$ cat src/rtl/gfx_wr_pkg.sv
package gfx_wr_pkg;

    typedef enum logic [2:0] {
        OP_IDLE     = 3'd0,
        OP_READ     = 3'd1,
        OP_PLAIN    = 3'd2,
        OP_MASKED   = 3'd3,
        OP_FILL     = 3'd4,
        OP_LD_PROT  = 3'd5,
        OP_LD_COLOR = 3'd6
    } gfx_op_e;

endpackage

$ cat src/rtl/gfx_cmd_decode.sv
module gfx_cmd_decode
    import gfx_wr_pkg::*;
(
    input  logic    cmd_valid,
    input  logic    cmd_write,
    input  logic    cmd_special,
    input  logic    cmd_block,
    input  logic    cmd_load,
    input  logic    cmd_load_color,
    output gfx_op_e op
);

    always_comb begin
        op = OP_IDLE;
        if (cmd_valid) begin
            if (!cmd_write) begin
                op = OP_READ;
            end else if (!cmd_special) begin
                op = OP_PLAIN;
            end else if (cmd_load) begin
                // register load wins over block fill
                op = cmd_load_color ? OP_LD_COLOR : OP_LD_PROT;
            end else if (cmd_block) begin
                op = OP_FILL;
            end else begin
                op = OP_MASKED;
            end
        end
    end

endmodule

$ cat src/rtl/gfx_lane_mask.sv
module gfx_lane_mask #(
    parameter int DATA_W = 32,
    localparam int LANES = DATA_W / 8
) (
    input  logic [LANES-1:0]  byte_mask,
    input  logic [DATA_W-1:0] bit_mask,
    output logic [DATA_W-1:0] bit_en
);

    for (genvar l = 0; l < LANES; l++) begin : g_lane
        assign bit_en[l*8 +: 8] = bit_mask[l*8 +: 8] & {8{~byte_mask[l]}};
    end

endmodule

$ cat src/rtl/gfx_col_fill.sv
module gfx_col_fill #(
    parameter int DATA_W = 32,
    parameter int COLS   = 8,
    localparam int VEC_W = COLS * DATA_W
) (
    input  logic [COLS-1:0]   col_en,
    input  logic [DATA_W-1:0] bit_en,
    input  logic [DATA_W-1:0] src,
    output logic [VEC_W-1:0]  wen,
    output logic [VEC_W-1:0]  data
);

    for (genvar c = 0; c < COLS; c++) begin : g_col
        assign wen[c*DATA_W +: DATA_W]  = {DATA_W{col_en[c]}} & bit_en;
        assign data[c*DATA_W +: DATA_W] = {DATA_W{col_en[c]}} & src;
    end

endmodule

$ cat src/rtl/gfx_wr_unit.sv
module gfx_wr_unit
    import gfx_wr_pkg::*;
#(
    parameter int DATA_W = 32,
    parameter int COLS   = 8,
    parameter int COL_AW = 8,
    localparam int LANES  = DATA_W / 8,
    localparam int VEC_W  = COLS * DATA_W,
    localparam int CSEL_W = $clog2(COLS)
) (
    input  logic              clk,
    input  logic              rst_n,
    input  logic              cmd_valid,
    input  logic              cmd_write,
    input  logic              cmd_special,
    input  logic              cmd_block,
    input  logic              cmd_load,
    input  logic              cmd_load_color,
    input  logic [COL_AW-1:0] col_addr,
    input  logic [DATA_W-1:0] wr_data,
    input  logic [LANES-1:0]  byte_mask,
    output logic              out_valid,
    output logic [COL_AW-1:0] out_col_base,
    output logic [VEC_W-1:0]  out_wen,
    output logic [VEC_W-1:0]  out_data,
    output logic [LANES-1:0]  rd_lane_oe
);

    typedef struct packed {
        logic [DATA_W-1:0] prot;
        logic [DATA_W-1:0] color;
        logic              vld;
        logic [COL_AW-1:0] base;
        logic [VEC_W-1:0]  wen;
        logic [VEC_W-1:0]  data;
        logic [LANES-1:0]  oe;
    } unit_st_t;

    unit_st_t st_d, st_q;
    gfx_op_e  op;

    logic [DATA_W-1:0] act_mask;
    logic [DATA_W-1:0] bit_en;
    logic [DATA_W-1:0] src_word;
    logic [COLS-1:0]   slot_onehot;
    logic [COLS-1:0]   col_en;
    logic [VEC_W-1:0]  fill_wen;
    logic [VEC_W-1:0]  fill_data;

    gfx_cmd_decode u_dec (
        .cmd_valid      (cmd_valid),
        .cmd_write      (cmd_write),
        .cmd_special    (cmd_special),
        .cmd_block      (cmd_block),
        .cmd_load       (cmd_load),
        .cmd_load_color (cmd_load_color),
        .op             (op)
    );

    always_comb begin
        slot_onehot = COLS'(1) << col_addr[CSEL_W-1:0];
        act_mask    = (op == OP_PLAIN) ? {DATA_W{1'b1}} : st_q.prot;
        src_word    = (op == OP_FILL) ? st_q.color : wr_data;
        unique case (op)
            OP_PLAIN, OP_MASKED: col_en = slot_onehot;
            OP_FILL:             col_en = wr_data[COLS-1:0];
            default:             col_en = '0;
        endcase
    end

    gfx_lane_mask #(.DATA_W(DATA_W)) u_lane (
        .byte_mask (byte_mask),
        .bit_mask  (act_mask),
        .bit_en    (bit_en)
    );

    gfx_col_fill #(.DATA_W(DATA_W), .COLS(COLS)) u_fill (
        .col_en (col_en),
        .bit_en (bit_en),
        .src    (src_word),
        .wen    (fill_wen),
        .data   (fill_data)
    );

    always_comb begin
        st_d      = st_q;
        st_d.vld  = 1'b0;
        st_d.base = '0;
        st_d.wen  = '0;
        st_d.data = '0;
        st_d.oe   = '0;
        unique case (op)
            OP_LD_PROT:  st_d.prot  = wr_data;
            OP_LD_COLOR: st_d.color = wr_data;
            OP_READ:     st_d.oe    = ~byte_mask;
            OP_PLAIN, OP_MASKED, OP_FILL: begin
                st_d.vld  = 1'b1;
                st_d.base = {col_addr[COL_AW-1:CSEL_W], {CSEL_W{1'b0}}};
                st_d.wen  = fill_wen;
                st_d.data = fill_data;
            end
            default: ;
        endcase
    end

    always_ff @(posedge clk or negedge rst_n) begin
        if (!rst_n) begin
            st_q.prot  <= {DATA_W{1'b1}};
            st_q.color <= '0;
            st_q.vld   <= 1'b0;
            st_q.base  <= '0;
            st_q.wen   <= '0;
            st_q.data  <= '0;
            st_q.oe    <= '0;
        end else begin
            st_q <= st_d;
        end
    end

    assign out_valid    = st_q.vld;
    assign out_col_base = st_q.base;
    assign out_wen      = st_q.wen;
    assign out_data     = st_q.data;
    assign rd_lane_oe   = st_q.oe;

endmodule

$ cat config.mk
export PLATFORM = sky130hd
export DESIGN_NAME = gfx_wr_unit
export DESIGN_NICKNAME = d
export VERILOG_FILES = /design/src/rtl/gfx_wr_pkg.sv /design/src/rtl/gfx_cmd_decode.sv /design/src/rtl/gfx_lane_mask.sv /design/src/rtl/gfx_col_fill.sv /design/src/rtl/gfx_wr_unit.sv
export SDC_FILE = /design/constraint.sdc
export NUM_CORES = 1
export LEC_CHECK = 0
export ABC_CLOCK_PERIOD_IN_PS = 2000
export BUFFER_PORTS_ARGS = -buffer_cell sky130_fd_sc_hd__buf_2
export CORE_AREA = 2 2 227 229
export DETAILED_ROUTE_END_ITERATION = 10
export DIE_AREA = 0 0 229 231
export PLACE_DENSITY = 0.8
export SLEW_MARGIN = 25
export SYNTH_ARGS = -nofsm -noshare
export SYNTH_HDL_FRONTEND = slang
export SYNTH_SLANG_ARGS = --single-unit
export TNS_END_PERCENT = 20
$ cat constraint.sdc
create_clock -name clk -period 2 [get_ports clk]
set_clock_uncertainty 0.2 [all_clocks]
set_input_delay 0.1 -clock clk [delete_from_list [all_inputs] [get_ports clk]]
set_output_delay 0.1 -clock clk [all_outputs]
set_load 0.1 [all_outputs]
# Word level (Yosys, flattened, before mapping)
# Cells that the tools add are included.
# op_classes
n_eq_ne	6
n_mux	11
bitwise	25
reduce_logical	2
n_shift	1
# ops
operator	count
$mux 521	1
$and 32x32->32	16
$mux 32	2
$and 8x8->8	4
$pmux 8 s2	1
$mux 3	5
$eq 3x3->1 const B	3
$shl 1x3->8 const A	1
$eq 3x2->1 const B	2
$mux 4	1
$not 1->1	4
$not 4->4	1
$eq 3x1->1 const B	1
$reduce_or 3->1	1
$mux 2	1
$reduce_or 2->1	1
# totals
word_cells	52
reg_bits	589
out_inout_bits	525
input_bits	52

# Longest topological paths before layout
# logic_depth
word_depth	10
depth_mapped	6
mapped_depth_nobuf	3

# Cells and area by module
# From an unflattened synthesis, not the netlist that was laid out.
# unflattened
cells_unflattened	2519
hier_area_um2	28786.4
# by_module_without_submodules
module	cells_each	instances	area_each_um2	seq_area_each_um2
gfx_wr_unit	1911	1	24976.5	14704.1
gfx_col_fill	567	1	3558.4	0.0
gfx_lane_mask	32	1	200.2	0.0
gfx_cmd_decode	9	1	51.3	0.0

# Worst setup path before layout
# OpenSTA, ideal clock, no wires.
# synth_timing
kind	input -> register
startpoint	input port cmd_valid
endpoint	register st_q[530] (netlist bit)
stages	6
setup_slack_ns	0.514
t_required_ns	1.673
arrival_time_ns	1.159
setup_time_ns	0.127
path_buffers	3
path_cell_list	clkbuf_2 > and2_1 > buf_4 > nand4_4 > buf_6 > mux2_1
# synth_via
elab_chain_len	2
# synth_rtl
element	line	text
start: declaration	gfx_wr_unit.sv:13	input logic cmd_valid,
$mux 3	gfx_cmd_decode.sv:15	if (cmd_valid) begin
$eq 3x3->1	gfx_wr_unit.sv:92	unique case (op)
end signal: assignment	gfx_wr_unit.sv:116	st_q <= st_d;
end: declaration	gfx_wr_unit.sv:39	unit_st_t st_d, st_q;
# Every way passes these cells.
# A chain may end at the register's enable or synchronous reset.

# Final worst setup path
# layout_timing
startpoint	input port cmd_special
endpoint	register st_q[574] (netlist bit)
# layout_via
elab_chain_len	4
# layout_rtl
element	line	text
start: declaration	gfx_wr_unit.sv:15	input logic cmd_special,
$mux 3	gfx_cmd_decode.sv:18	end else if (!cmd_special) begin
$mux 3	gfx_cmd_decode.sv:16	if (!cmd_write) begin
$mux 3	gfx_cmd_decode.sv:15	
$eq 3x3->1	gfx_wr_unit.sv:92	
# Every way passes these cells.

==> metrics <==
filler cell count=3999; post-layout net count=2409; Worst Reg-to-Reg Cells=4; share of cells above drive strength 1=0.400; CP max stage cell=dlygate4sd3_1; IO Count=577; CP Max Fanout=32; Worst Path Required=2.33 ns; Overflow after GRT=0; postcts setup bufs=0; Die Area=52900 sq um; Synth Area in XOR/XNOR=0; most frequent cells in the layout=buf_2, dfrtp_1, a21oi_1, nand3_1, o21ai_0; critical path, cell by cell=dlygate4sd3_1, clkbuf_4, nand4_1, nor2_4, dlygate4sd3_1, buf_12, mux2_2; Peak Freq=505 MHz; initial antenna violation count=0; crit-path most repeated cell=dlygate4sd3_1; #FFs+latches synth=586; Final Util=0.559; final worst slack=0.0191 ns; CTS H-Tree Depth=2; DR pass1 iterations=7; maximum buffer depth of the clock tree=3; max incr delay on CP=0.60 ns; Max VDD drop=810 uV; clk root buf=clkbuf_16; Post-Place Worst Slack=0.00833 ns; wire length per cell=25.5 microns; vias in the first global route=18200; final slew viol count=0; fin crit share=0.990; Die Ht=231 microns; critical path class=primary input to flop; Syn. warnings=0; area grow syn2layout=11.5%; Cells after Synth=2255; drt total wl=78700 microns; via count=18000; Diodes inserted=0; CTS tree=built; clk_lat worst skew=0.61 ns; setup tns final=0 ns; final setup vio count=0; Synth Area per Inst=11.3 sq um; Final Critical Period=1.98 ns; drt drc=0; end of the critical path=st_q[574]$_DFFE_PN1N_; first-pass GRT wire length=114000 microns; start point of the critical path=cmd_special; Post-Synth Simple-Gate Area=0.0709; critical path endpoint category=flop; R2R Path Start=st_q[527]$_DFFE_PN0N_; Initial Utilization=0.501; Inserted Clock Buffers=58; Hold WC Path Type=primary input to asynchronous set/reset pin; Cell Count Post-Placement=2905; largest net degree at the start of global routing=65; area post-placement=25500 sq um; Max Cap Viol=0; CTS Sinks=586; Seq/Total Area, Yosys=0.579; initial drt markers=1993; Least-Margin Pin Slew=0.928 ns; r2r setup slk=0.27 ns; die width=229 microns; Worst-path clk slew=0.06 ns; Core ar.=50700 sq um; Total GRT Usage=0.287; DPL Wire Length=49400 microns; PwrDens=979 nW/um^2; multiplexer share of the synthesized area=0.0284; leak pwr=14.5 nW; post-route antenna net violation count=0; startpoint type of the worst setup path=primary input; via-per-instance ratio=5.85; Hold Fails Final Rpt=0; Netlist Area Pre-Place=25400 sq um; Arr. time, crit path=2.31 ns; Synth cell types=39; largest family of logic cells by synthesized area=buffers and inverters; FF-to-FF End=out_data[66]$_DFF_PN0_; Adder-Cell Fraction of Synth Area=0; post-synthesis compound-gate area fraction=0.130; row count=83; commonest non-fill, non-tap cell in the layout=buf_2; Placer Congestion=0.889; Rel. slew slack=0.379; design area=28300 sq um; PortBufs=573; post-route insts no fill=3085; outcome=finished clean
## what timing repair did
item                                   in CTS  in global routing
hold buffers                               71                  0
resized for setup                           0                  7
setup endpoints to repair                   0                 33
endpoints found under the hold margin    1161                  0
## synth_stat cells (all sizes together)
cell type  count  area share
conb           1     0.00015
dfstp         32       0.033
a21oi        290       0.063
nand2          8      0.0012
nor2           6     0.00089
o2bb2ai        7      0.0024
and3           1     0.00025
nand4b         4      0.0024
nand3        248       0.052
and4b          1     0.00039
mux2          64       0.028
nand4          7      0.0033
nand2b         1     0.00025
and2          38      0.0094
a31oi          1     0.00049
dfrtp        554        0.55
buf          614        0.18
clkbuf        95       0.014
nor2b          2     0.00049
o21ai        239       0.048
and3b          1     0.00034
a21boi         9      0.0027
o21bai        32       0.014
## logic make-up (layout without fill, tap and decap cells)
logic type,Yosys count,in the layout
AO/OA/AOI/OAI,578,578
buffers and inverters,709,856
flip-flops,586,586
multiplexers,64,64
other,1,3
AND/OR/NAND/NOR,317,318
## how the worst min path moves through the flow
stage          start                        end  cells past startpoint
4_1_cts        rst_n      out_data[2]$_DFF_PN0_                      3
3_5_place_dp   rst_n    out_data[169]$_DFF_PN0_                      1
3_3_place_gp   rst_n    out_data[169]$_DFF_PN0_                      1
5_1_grt        rst_n    rd_lane_oe[3]$_DFF_PN0_                      3
6_report       rst_n    out_data[201]$_DFF_PN0_                      3
2_1_floorplan  rst_n  out_col_base[3]$_DFF_PN0_                      0
## worst max-delay path, delay by kind of cell
kind          cells  cell delay [ns]
buf+inv           4             1.54
simple gates      2             0.27
mux               1             0.37
## area by class of cell
cell class / instances / area, sq um / area share
clock inverter: 30 / 404 / 0.0143
multi-input combinational: 963 / 5930 / 0.209
tap: 680 / 851 / 0.0301
timing repair buffer: 748 / 4730 / 0.167
clock buffer: 78 / 1690 / 0.0596
sequential: 586 / 14700 / 0.519
## report_power, final
part | total, mW | internal [mW] | leakage, nW | switching, mW
sequential | 12.6 | 12.4 | 8.00 | 0.228
clock | 11.8 | 6.98 | 1.03 | 4.78
combinational | 3.34 | 0.831 | 5.51 | 2.51
## sequential cells by signal (all words and copies together) (netlist names)
name          count
out_valid         1
out_data        256
out_col_base      5
st_q             64
out_wen         256
rd_lane_oe        4
## stage by stage
stage,hold slack (ns),power (mW)
after floorplan,-0.396,15.0
after global placement,-0.187,15.9
after detailed placement,-0.188,16.0
after CTS,0.0108,27.8
after global routing,0.0461,28.5
final,0.0278,27.7
## per-layer routing
layer  global-route usage  share of wire  vias up  wire, microns
met2                0.480           0.50     1474          39300
met3               0.0614          0.096      323           7530
met5                    0              0        -              0
li1                     -              -     7295              -
met1                0.358           0.36     8942          28000
met4                0.137          0.050        0           3910
Note: power is estimated with default switching activity, not from simulation.
